## config.mk

```make
export PLATFORM = sky130hd
export DESIGN_NAME = txq_port
export DESIGN_NICKNAME = d
export VERILOG_FILES = /design/src/rtl/txq_pkg.sv /design/src/rtl/txq_store.sv /design/src/rtl/txq_frame.sv /design/src/rtl/txq_retry.sv /design/src/rtl/txq_port.sv
export SDC_FILE = /design/constraint.sdc
export NUM_CORES = 1
export LEC_CHECK = 0
export BUFFER_PORTS_ARGS = -buffer_cell sky130_fd_sc_hd__buf_2
export CORE_ASPECT_RATIO = 1.2
export CORE_MARGIN = 3
export CORE_UTILIZATION = 30
export CTS_CLUSTER_DIAMETER = 30
export DETAILED_ROUTE_END_ITERATION = 8
export GPL_ROUTABILITY_DRIVEN = 1
export PLACE_DENSITY = 0.44
export RECOVER_POWER = 100
export SYNTH_ARGS = -nofsm -noshare
export SYNTH_HDL_FRONTEND = slang
export SYNTH_SLANG_ARGS = --single-unit
```

## constraint.sdc

```tcl
create_clock -name clk -period 4.5 [get_ports clk]
set_input_delay 0 -clock clk [delete_from_list [all_inputs] [get_ports clk]]
set_output_delay 0 -clock clk [all_outputs]
set_load 0.05 [all_outputs]
```

## src/rtl/txq_pkg.sv

```systemverilog
package txq_pkg;

    localparam int TXQ_DW   = 32;
    localparam int TXQ_BE_W = TXQ_DW / 8;

    typedef struct packed {
        logic                eop;
        logic                nocrc;
        logic [TXQ_BE_W-1:0] be_n;
        logic [TXQ_DW-1:0]   data;
    } txq_entry_t;

    function automatic logic [15:0] txq_free(input logic [15:0] depth,
                                             input logic [15:0] fill);
        return depth - fill;
    endfunction

endpackage

```

## src/rtl/txq_store.sv

```systemverilog
module txq_store
    import txq_pkg::*;
#(
    parameter int DEPTH = 32,
    localparam int AW = (DEPTH > 1) ? $clog2(DEPTH) : 1,
    localparam int CW = $clog2(DEPTH + 1)
)(
    input  logic          clk,
    input  logic          rst,
    input  logic          flush,
    input  logic          push,
    input  logic          pop,
    input  txq_entry_t    din,
    output txq_entry_t    dout,
    output logic [CW-1:0] fill,
    output logic          empty,
    output logic          full
);

    txq_entry_t    mem [DEPTH];
    logic [AW-1:0] wr_ptr, rd_ptr;
    logic [CW-1:0] cnt;

    function automatic logic [AW-1:0] nxt(input logic [AW-1:0] p);
        return (p == AW'(DEPTH - 1)) ? '0 : p + 1'b1;
    endfunction

    always_ff @(posedge clk) begin
        if (push) mem[wr_ptr] <= din;
    end

    always_ff @(posedge clk) begin
        if (rst || flush) begin
            wr_ptr <= '0;
            rd_ptr <= '0;
            cnt    <= '0;
        end else begin
            if (push) wr_ptr <= nxt(wr_ptr);
            if (pop)  rd_ptr <= nxt(rd_ptr);
            case ({push, pop})
                2'b10:   cnt <= cnt + 1'b1;
                2'b01:   cnt <= cnt - 1'b1;
                default: cnt <= cnt;
            endcase
        end
    end

    assign dout  = mem[rd_ptr];
    assign fill  = cnt;
    assign empty = (cnt == '0);
    assign full  = (cnt == CW'(DEPTH));

endmodule

```

## src/rtl/txq_frame.sv

```systemverilog
module txq_frame (
    input  logic clk,
    input  logic rst,
    input  logic flush,
    input  logic push,
    input  logic push_eop,
    input  logic wr_nocrc,
    output logic entry_nocrc,
    input  logic pop,
    input  logic pop_eop,
    input  logic pop_req,
    input  logic empty,
    output logic underflow
);

    logic wr_in_pkt, nocrc_q, rd_in_pkt;

    always_ff @(posedge clk) begin
        if (rst || flush) begin
            wr_in_pkt <= 1'b0;
            nocrc_q   <= 1'b0;
        end else if (push) begin
            if (!wr_in_pkt) nocrc_q <= wr_nocrc;
            wr_in_pkt <= !push_eop;
        end
    end

    always_ff @(posedge clk) begin
        if (rst || flush)
            rd_in_pkt <= 1'b0;
        else if (pop)
            rd_in_pkt <= !pop_eop;
    end

    assign entry_nocrc = wr_in_pkt ? nocrc_q : wr_nocrc;
    assign underflow   = pop_req && empty && rd_in_pkt;

endmodule

```

## src/rtl/txq_retry.sv

```systemverilog
module txq_retry #(
    parameter int COLL_LIMIT = 16,
    localparam int CCW = $clog2(COLL_LIMIT + 1)
)(
    input  logic clk,
    input  logic rst,
    input  logic ev_late_col,
    input  logic ev_no_carrier,
    input  logic underflow,
    input  logic ev_coll,
    input  logic ev_tx_ok,
    input  logic clr,
    output logic set_now,
    output logic retry
);

    logic [CCW-1:0] coll_cnt;
    logic           coll_hit;
    logic           retry_q;

    assign coll_hit = ev_coll && (coll_cnt == CCW'(COLL_LIMIT - 1));
    assign set_now  = ev_late_col || ev_no_carrier || underflow || coll_hit;

    always_ff @(posedge clk) begin
        if (rst || set_now || ev_tx_ok)
            coll_cnt <= '0;
        else if (ev_coll)
            coll_cnt <= coll_cnt + 1'b1;
    end

    always_ff @(posedge clk) begin
        if (rst)          retry_q <= 1'b0;
        else if (set_now) retry_q <= 1'b1;
        else if (clr)     retry_q <= 1'b0;
    end

    assign retry = retry_q;

endmodule

```

## src/rtl/txq_port.sv

```systemverilog
module txq_port
    import txq_pkg::*;
#(
    parameter int DEPTH      = 32,
    parameter int COLL_LIMIT = 16,
    localparam int CW = $clog2(DEPTH + 1)
)(
    input  logic                clk,
    input  logic                rst,
    input  logic                host_sel,
    input  logic                tx_if_en_n,
    input  logic                tx_wr_en_n,
    input  logic [TXQ_DW-1:0]   wr_data,
    input  logic [TXQ_BE_W-1:0] wr_be_n,
    input  logic                wr_eop,
    input  logic                wr_nocrc,
    input  logic [CW-1:0]       thresh,
    output logic                space_rdy,
    output logic                ovfl,
    output logic                rd_valid,
    output logic [TXQ_DW-1:0]   rd_data,
    output logic [TXQ_BE_W-1:0] rd_be_n,
    output logic                rd_eop,
    output logic                rd_nocrc,
    input  logic                rd_pop,
    input  logic                ev_late_col,
    input  logic                ev_no_carrier,
    input  logic                ev_coll,
    input  logic                ev_tx_ok,
    input  logic                clr_txerr,
    output logic                retry
);

    txq_entry_t    din, dout;
    logic [CW-1:0] fill;
    logic [15:0]   free16;
    logic          empty, full, flush, set_now, underflow;
    logic          wr_try, push, pop, entry_nocrc, ovfl_q;

    assign wr_try = host_sel && !tx_if_en_n && !tx_wr_en_n;
    assign flush  = retry || set_now;
    assign push   = wr_try && !full && !flush;
    assign pop    = rd_pop && !empty && !flush;

    assign din.data  = wr_data;
    assign din.be_n  = wr_be_n;
    assign din.eop   = wr_eop;
    assign din.nocrc = entry_nocrc;

    txq_store #(.DEPTH(DEPTH)) u_store (
        .clk(clk), .rst(rst), .flush(flush), .push(push), .pop(pop),
        .din(din), .dout(dout), .fill(fill), .empty(empty), .full(full)
    );

    txq_frame u_frame (
        .clk(clk), .rst(rst), .flush(flush), .push(push), .push_eop(wr_eop),
        .wr_nocrc(wr_nocrc), .entry_nocrc(entry_nocrc), .pop(pop),
        .pop_eop(dout.eop), .pop_req(rd_pop), .empty(empty),
        .underflow(underflow)
    );

    txq_retry #(.COLL_LIMIT(COLL_LIMIT)) u_retry (
        .clk(clk), .rst(rst), .ev_late_col(ev_late_col),
        .ev_no_carrier(ev_no_carrier), .underflow(underflow),
        .ev_coll(ev_coll), .ev_tx_ok(ev_tx_ok),
        .clr(clr_txerr && host_sel), .set_now(set_now), .retry(retry)
    );

    always_ff @(posedge clk) begin
        if (rst)                             ovfl_q <= 1'b0;
        else if (wr_try && full && !flush)   ovfl_q <= 1'b1;
    end

    assign free16    = txq_free(16'(DEPTH), 16'(fill));
    assign space_rdy = !retry && (free16 >= 16'(thresh));
    assign ovfl      = ovfl_q;
    assign rd_valid  = !empty && !retry;
    assign rd_data   = dout.data;
    assign rd_be_n   = dout.be_n;
    assign rd_eop    = dout.eop;
    assign rd_nocrc  = dout.nocrc;

endmodule

```

==> reports/summary.txt, run 1 <==
First DRT Iteration DRCs: 2092
number of register bits inferred by synthesis: 1247
cell taking the most area after synthesis: sky130_fd_sc_hd__edfxtp_1
worst-skew pair later-pin latency: 820 ps
max-cap check violation count: 32
Crit path required time: 4500 ps
maximum buffer depth of the clock tree: 3
violated checks: capacitance limit, slew limit
class of the most critical setup path: reg2out
Sink Count: 1247
Top cell by count, worst path: sky130_fd_sc_hd__mux4_2
number of core rows: 160
RSZ-0062 raised after global routing: false
final clock period utilization by the worst path: 94.0%
via count of the first global-routing pass: 24899
Finished Cell Area: 0.0600 mm2
post-synthesis cell count: 2002
Setup crit end kind: primary output
DRC: 0
die height: 444 um
sum of overflow across all layers after global routing: 0
Post-Route WL: 125000 um
Setup TNS Final: 0 ps
number of nets at the end of the flow: 2436
Routed Antenna Nets: 0
total of buffers placed on input and output ports: 96
post-detailed-route via-to-cell ratio: 4.83
die span in x: 371 um
run status: finished with violations
ports placed on the boundary: 97
normalized max-slew margin: -23.7%
delay of the slowest cell on the worst path: 760 ps
crit start category: register
DIE AREA: 0.165 mm2
slowest CP cell: sky130_fd_sc_hd__dfxtp_2
RePlAce Congestion: 0.726
kind of path behind the tightest hold check: in2reg
signal arrival time at the worst endpoint: 4230 ps
final hold violation count: 0
Post-synth top flop: sky130_fd_sc_hd__edfxtp_1
TritonCTS clock tree: done
post-synthesis net count: 2075
Distinct cells, synth: 51
total number of yosys warnings: 0
worst-path cell chain: clkbuf_8, mux4_2, mux4_2, mux2_2, buf_2
area added between synthesis and finish: 25.1%
Pwr per Cell Area: 509 mW/mm2
total clock buffers created by CTS: 234
dominant cells by area after synthesis: sky130_fd_sc_hd__edfxtp_1, sky130_fd_sc_hd__mux4_2, sky130_fd_sc_hd__dfxtp_1, sky130_fd_sc_hd__mux2_2, sky130_fd_sc_hd__ha_1
CTS H-Tree Depth: 4
core box area: 0.159 mm2
first-pass GRT wire length: 181000 um
cell area after synthesis: 0.0480 mm2
async set-or-reset flop fraction in the synthesized netlist: 0%
min Tclk post-route: 4230 ps
slew of the pin with the lowest slew margin: 1860 ps
final routed wire length divided by cell count: 26.7 um
number of enable-type register cells in the synthesized netlist: 1216
largest vdd supply drop: 0.346 mV
largest net degree at the start of global routing: 65
Cell Area, Placed: 0.0518 mm2
routed via count: 22610
proportion of netlist area held by the largest area contributor: 76.1%
critical-path maximum fanout: 53
highest attainable clock frequency: 236 MHz
final HPWL from detailed placement: 72800 um
layout cell share with drive strength beyond 1: 38.1%
Post-CTS Setup Inserts: 0
clock-pin slew of the registers on the worst-case setup and hold paths: 50 ps
initial core utilization: 30.2%
number of pins with negative max-slew slack in the final report: 1057
leakage: 18.4 nW
drt first pass iters: 5
Tot GR Track Use: 15.3%
initial antenna violation count: 14
setup violators final: 0
FILL cells: 14290
post-route clock skew: 43.2 ps
per-instance average area after synthesis: 24.0 um2
clock tree root buffer cell: sky130_fd_sc_hd__clkbuf_16
share of the yosys chip area belonging to registers: 77.4%
==> cell usage in the layout (no fill, tap or decap), types with 15 or more instances in the layout <==
cell type,count
sky130_fd_sc_hd__a21oi_1,19
sky130_fd_sc_hd__buf_2,32
sky130_fd_sc_hd__buf_4,19
sky130_fd_sc_hd__bufinv_16,27
sky130_fd_sc_hd__clkbuf_1,64
sky130_fd_sc_hd__clkbuf_16,236
sky130_fd_sc_hd__clkbuf_2,39
sky130_fd_sc_hd__clkbuf_4,15
sky130_fd_sc_hd__clkinv_1,27
sky130_fd_sc_hd__clkinv_2,32
sky130_fd_sc_hd__clkinv_4,30
sky130_fd_sc_hd__clkinvlp_4,34
sky130_fd_sc_hd__dfxtp_1,26
sky130_fd_sc_hd__dlygate4sd3_1,56
sky130_fd_sc_hd__edfxtp_1,1216
sky130_fd_sc_hd__ha_1,18
sky130_fd_sc_hd__inv_6,27
sky130_fd_sc_hd__mux2_2,44
sky130_fd_sc_hd__mux4_2,372
sky130_fd_sc_hd__nand2_1,18
sky130_fd_sc_hd__nor2_1,36
sky130_fd_sc_hd__nor2_4,15
==> what timing repair did <==
item                                    CTS  global route
endpoints found under the hold margin  1207             0
resized for setup                         0             0
hold buffers                             56             0
==> layout make-up <==
class,instances,area [um2],share of cell area [%]
Clock buffer,250,5960,9.92
Multi-Input combinational cell,637,10400,17.4
Tap cell,2106,2640,4.39
Clock inverter,194,2160,3.60
Inverter,14,52.6,0.0875
Sequential cell,1247,37200,61.9
Antenna cell,1,2.50,0.00417
Timing Repair Buffer,229,1630,2.72
==> synth_stat cells, types with 3 or more instances <==
| cell type | instances |
|---|---|
| sky130_fd_sc_hd__ha_1 | 18 |
| sky130_fd_sc_hd__or3_1 | 3 |
| sky130_fd_sc_hd__a21oi_1 | 19 |
| sky130_fd_sc_hd__edfxtp_1 | 1216 |
| sky130_fd_sc_hd__nor2b_1 | 5 |
| sky130_fd_sc_hd__nand2_1 | 18 |
| sky130_fd_sc_hd__nand3b_1 | 3 |
| sky130_fd_sc_hd__xnor2_1 | 9 |
| sky130_fd_sc_hd__o21ai_0 | 7 |
| sky130_fd_sc_hd__mux4_2 | 372 |
| sky130_fd_sc_hd__o221a_2 | 4 |
| sky130_fd_sc_hd__dfxtp_1 | 31 |
| sky130_fd_sc_hd__buf_6 | 4 |
| sky130_fd_sc_hd__xor2_1 | 6 |
| sky130_fd_sc_hd__nand2b_1 | 5 |
| sky130_fd_sc_hd__nor3b_1 | 3 |
| sky130_fd_sc_hd__and3_1 | 4 |
| sky130_fd_sc_hd__buf_2 | 26 |
| sky130_fd_sc_hd__nand3_1 | 6 |
| sky130_fd_sc_hd__inv_1 | 14 |
| sky130_fd_sc_hd__a31oi_1 | 6 |
| sky130_fd_sc_hd__a211oi_1 | 13 |
| sky130_fd_sc_hd__nor2_1 | 54 |
| sky130_fd_sc_hd__mux2_2 | 45 |
| sky130_fd_sc_hd__nor3_1 | 3 |
| sky130_fd_sc_hd__mux2i_1 | 5 |
| sky130_fd_sc_hd__clkbuf_1 | 38 |
| sky130_fd_sc_hd__o31ai_1 | 3 |
| sky130_fd_sc_hd__buf_1 | 34 |
==> path summary, 6_finish.rpt <==
kind                       start                   to  slack, ps  depth (start not counted)
max                     register          rd_data[27]        270                          5
min                      ev_coll  u_retry.coll_cnt[0]        100                          4
max reg2reg  u_retry.coll_cnt[0]  u_store.mem[21][18]        320                         12
min reg2reg    u_store.rd_ptr[4]    u_store.rd_ptr[4]        510                          2
==> stage by stage <==
stage / setup WS, ps / hold WS (ps) / cells / total power (W) / utilization, %
4_1_cts: 358 / 20.4 / 4677 / 0.0309 / 38.1
6_report: 268 / 96.6 / 4678 / 0.0305 / 37.8
2_1_floorplan: 563 / 72.4 / 2002 / 0.0130 / -
3_5_place_dp: 733 / 214 / 4177 / 0.0133 / 32.6
3_3_place_gp: 876 / 206 / 4177 / 0.0132 / 32.6
5_1_grt: 16.2 / 83.3 / 4677 / 0.0315 / 37.8
==> layer usage <==
metal / track usage (%) / up-vias / part of all wire [%]
li1: - / 9456 / -
met1: 20.9 / 12351 / 44
met2: 24.9 / 644 / 49
met3: 3.28 / 157 / 5.1
met4: 4.05 / 2 / 1.8
met5: 0 / - / 0.010
==> where the power goes <==
| group | total (W) | internal, W | leakage [nW] | switching (W) |
|---|---|---|---|---|
| logic | 0.000298 | 0.0000575 | 3.38 | 0.000241 |
| clock network | 0.0175 | 0.0113 | 3.87 | 0.00621 |
| registers | 0.0128 | 0.0128 | 11.2 | 0.00000241 |
| total | 0.0305 | 0.0241 | 18.4 | 0.00645 |
==> sequential cells by signal, indices dropped and copies added (netlist names), named ones only <==
register           flops
u_frame.nocrc_q        1
u_retry.coll_cnt       5
u_store.mem         1216
u_store.wr_ptr         5
u_store.rd_ptr         5
u_store.fill           6
ovfl                   1
u_frame.rd_in_pkt      1
u_frame.wr_in_pkt      1
u_retry.retry          1
==> worst max-delay path: cells and delay by family (launching register included) <==
| family | cells | cell delay (ps) |
|---|---|---|
| DFF | 1 | 760 |
| buffers and inverters | 2 | 920 |
| muxes | 3 | 1600 |
==> cells by family after synthesis <==
logic type / synth area share (%)
XOR/XNOR: 0.274
multiplexers: 18.7
AND/OR/NAND/NOR: 1.21
buffers and inverters: 1.07
adder cells (fa/ha/maj): 0.469
AO/OA/AOI/OAI: 0.949
flip-flops: 77.4
No activity file was read; power rests on OpenSTA's default activity.
==> inputs of run 2 (changes only) <==
--- a/config.mk
+++ b/config.mk
@@ -8,11 +8,13 @@
 export BUFFER_PORTS_ARGS = -buffer_cell sky130_fd_sc_hd__buf_2
 export CORE_ASPECT_RATIO = 1.2
 export CORE_MARGIN = 3
-export CORE_UTILIZATION = 30
+export CORE_UTILIZATION = 40
+export CTS_BUF_LIST = sky130_fd_sc_hd__clkbuf_4 sky130_fd_sc_hd__clkbuf_8
 export CTS_CLUSTER_DIAMETER = 30
 export DETAILED_ROUTE_END_ITERATION = 8
 export GPL_ROUTABILITY_DRIVEN = 1
-export PLACE_DENSITY = 0.44
+export MAX_ROUTING_LAYER = met4
+export PLACE_DENSITY = 0.55
 export RECOVER_POWER = 100
 export SYNTH_ARGS = -nofsm -noshare
 export SYNTH_HDL_FRONTEND = slang
==> run 2 against run 1 <==
Compared with the run above: count of clock-buffer cells in the layout increased by 5; die area decreased by 25%; clock power decreased by 41%; critical endpoint is now u_store.mem[0][21]; the flow still finishes with violations (capacitance limit, slew limit).
==> reports/summary.txt, run 2 (synthesized netlist as in run 1, its figures left out) <==
Post-Route WL: 115000 um (was 125000 um)
ports placed on the boundary: 97 (unchanged)
Pwr Total: 0.0234 W (was 0.0305 W)
first-pass GRT wire length: 168000 um (was 181000 um)
Largest Register: u_store.mem (unchanged)
area added between synthesis and finish: 15.9% (was 25.1%)
Setup TNS Final: 0 ps (unchanged)
# placed instances: 3614 (was 4177)
Sink Count: 1247 (unchanged)
DIE AREA: 0.124 mm2 (was 0.165 mm2)
leading cell type in the layout, fill and taps excluded: sky130_fd_sc_hd__edfxtp_1 (unchanged)
normalized max-slew margin: -31.3% (was -23.7%)
routed via count: 22363 (was 22610)
global-route track usage on met3: 3.90% (was 3.28%)
class of the most critical setup path: reg2reg (was reg2out)
sum of overflow across all layers after global routing: 0 (unchanged)
slew of the pin with the lowest slew margin: 1970 ps (was 1860 ps)
busiest metal layer after global routing: met2 (unchanged)
total clock buffers created by CTS: 209 (was 234)
largest net degree at the start of global routing: 73 (was 65)
die height: 385 um (was 444 um)
die span in x: 322 um (was 371 um)
layout cell share with drive strength beyond 1: 36.1% (was 38.1%)
crit start category: register (unchanged)
number of core rows: 138 (was 160)
kind of path behind the tightest hold check: in2reg (unchanged)
worst-skew pair later-pin latency: 880 ps (was 820 ps)
Crit path required time: 4970 ps (was 4500 ps)
run status: finished with violations (unchanged)
max-cap check violation count: 24 (was 32)
final routed wire length divided by cell count: 28.4 um (was 26.7 um)
RSZ-0062 raised after global routing: false (unchanged)
number of gates resized after cts: 0 (unchanged)
via count of the first global-routing pass: 24094 (was 24899)
CTS H-Tree Depth: 4 (unchanged)
initial core utilization: 40.5% (was 30.2%)
Setup crit end kind: register (was primary output)
TritonCTS clock tree: done (unchanged)
DRC: 0 (unchanged)
Pwr per Cell Area: 420 mW/mm2 (was 509 mW/mm2)
most frequent cells in the layout: sky130_fd_sc_hd__edfxtp_1, sky130_fd_sc_hd__mux4_2, sky130_fd_sc_hd__clkbuf_8 (was sky130_fd_sc_hd__edfxtp_1, sky130_fd_sc_hd__mux4_2, sky130_fd_sc_hd__clkbuf_16)
final hold violation count: 0 (unchanged)
signal arrival time at the worst endpoint: 4730 ps (was 4230 ps)
drt first pass iters: 5 (unchanged)
leakage: 16.8 nW (was 18.4 nW)
post-detailed-route via-to-cell ratio: 5.53 (was 4.83)
largest vdd supply drop: 0.312 mV (was 0.346 mV)
final std cells w/o fill: 4045 (was 4678)
Routed Antenna Nets: 0 (unchanged)
hold slack: 184 ps (was 96.6 ps)
post-route clock skew: 34.6 ps (was 43.2 ps)
initial antenna violation count: 3 (was 14)
min Tclk post-route: 4260 ps (was 4230 ps)
highest attainable clock frequency: 235 MHz (was 236 MHz)
violated checks: capacitance limit, slew limit (unchanged)
critical-path maximum fanout: 21 (was 53)
total of buffers placed on input and output ports: 96 (unchanged)
final clock period utilization by the worst path: 94.7% (was 94.0%)
maximum buffer depth of the clock tree: 3 (unchanged)
met1 layer usage reported by global route: 25.0% (was 20.9%)
Tot GR Track Use: 19.5% (was 15.3%)
core box area: 0.118 mm2 (was 0.159 mm2)
clock tree root buffer cell: sky130_fd_sc_hd__clkbuf_8 (was sky130_fd_sc_hd__clkbuf_16)
setup violators final: 0 (unchanged)
clock-pin slew of the registers on the worst-case setup and hold paths: 60 ps (was 50 ps)
number of pins with negative max-slew slack in the final report: 759 (was 1057)
met2 layer usage reported by global route: 31.7% (was 24.9%)
number of nets at the end of the flow: 2419 (was 2436)
flip-flop count of the largest register after layout: 1216 (unchanged)
RePlAce Congestion: 0.788 (was 0.726)
final HPWL from detailed placement: 68600 um (was 72800 um)
First DRT Iteration DRCs: 1829 (was 2092)
-- run 2: cell count changes in the layout (fill, tap and decap cells not counted), moves of 16 or more --
cell                         delta
sky130_fd_sc_hd__clkbuf_16    -236
sky130_fd_sc_hd__clkbuf_8     +213
sky130_fd_sc_hd__clkbuf_4      +42
sky130_fd_sc_hd__clkinv_4      -22
sky130_fd_sc_hd__clkinvlp_4    -21
sky130_fd_sc_hd__inv_6         -18
sky130_fd_sc_hd__clkinv_1      +16
-- run 2: layout make-up --
| class | instances | area, um2 |
|---|---|---|
| tap | 1540 | 1930 |
| clock inverter | 114 | 1080 |
| fill | 9799 | 62800 |
| inverter | 14 | 52.6 |
| timing repair buffer | 237 | 1660 |
| clock buffer | 255 | 3250 |
| antenna | 1 | 2.50 |
| sequential | 1247 | 37200 |
| multi-input combinational | 637 | 10500 |
-- run 2: what timing repair did --
action                                  CTS  global route
setup endpoints to repair                 0             0
setup buffers                             0             0
endpoints found under the hold margin  1239             0
hold buffers                             61             0
-- run 2: final timing paths --
check / cells past startpoint / slack, ps / end / start
worst max-delay path: 11 / 240 / u_store.mem[0][21] / u_retry.coll_cnt[0]
worst min-delay path: 5 / 180 / u_frame.nocrc_q / rst
worst max register to register: 11 / 240 / u_store.mem[0][21] / u_retry.coll_cnt[0]
worst min register to register: 2 / 490 / register / u_store.rd_ptr[4]
-- run 2: worst max-delay path, stage by stage (launching register included) --
cell                            delay [ps]
sky130_fd_sc_hd__dfxtp_1               340
sky130_fd_sc_hd__ha_1                  220
sky130_fd_sc_hd__and3_1                190
sky130_fd_sc_hd__ha_1                  220
sky130_fd_sc_hd__a211oi_1              290
sky130_fd_sc_hd__dlygate4sd3_1         580
sky130_fd_sc_hd__nor3b_1               280
sky130_fd_sc_hd__o21a_1                220
sky130_fd_sc_hd__buf_4                 160
sky130_fd_sc_hd__nand2_1               370
sky130_fd_sc_hd__nor2_4                230
sky130_fd_sc_hd__clkbuf_2              740
-- run 2: layer usage --
| metal | wire [um] | part of all wire, % |
|---|---|---|
| met1 | 46700 | 41 |
| met2 | 58700 | 51 |
| met3 | 6400 | 5.6 |
| met4 | 3240 | 2.8 |
| met5 | 0 | 0 |
-- run 2: through the flow --
| stage | setup slack (ps) | instance area, um2 | utilization (%) |
|---|---|---|---|
| floorplan | 563 | 48000 | - |
| global placement | 844 | 51000 | 43.0 |
| detailed placement | 827 | 51000 | 43.0 |
| CTS | 274 | 55900 | 47.2 |
| global route | 43.1 | 55600 | 47.0 |
| finish | 241 | 55600 | 47.0 |
-- run 2: power breakdown --
| part | switching, W | internal (W) |
|---|---|---|
| registers | 0.00000288 | 0.0128 |
| clock network | 0.00450 | 0.00583 |
| logic | 0.000234 | 0.0000608 |
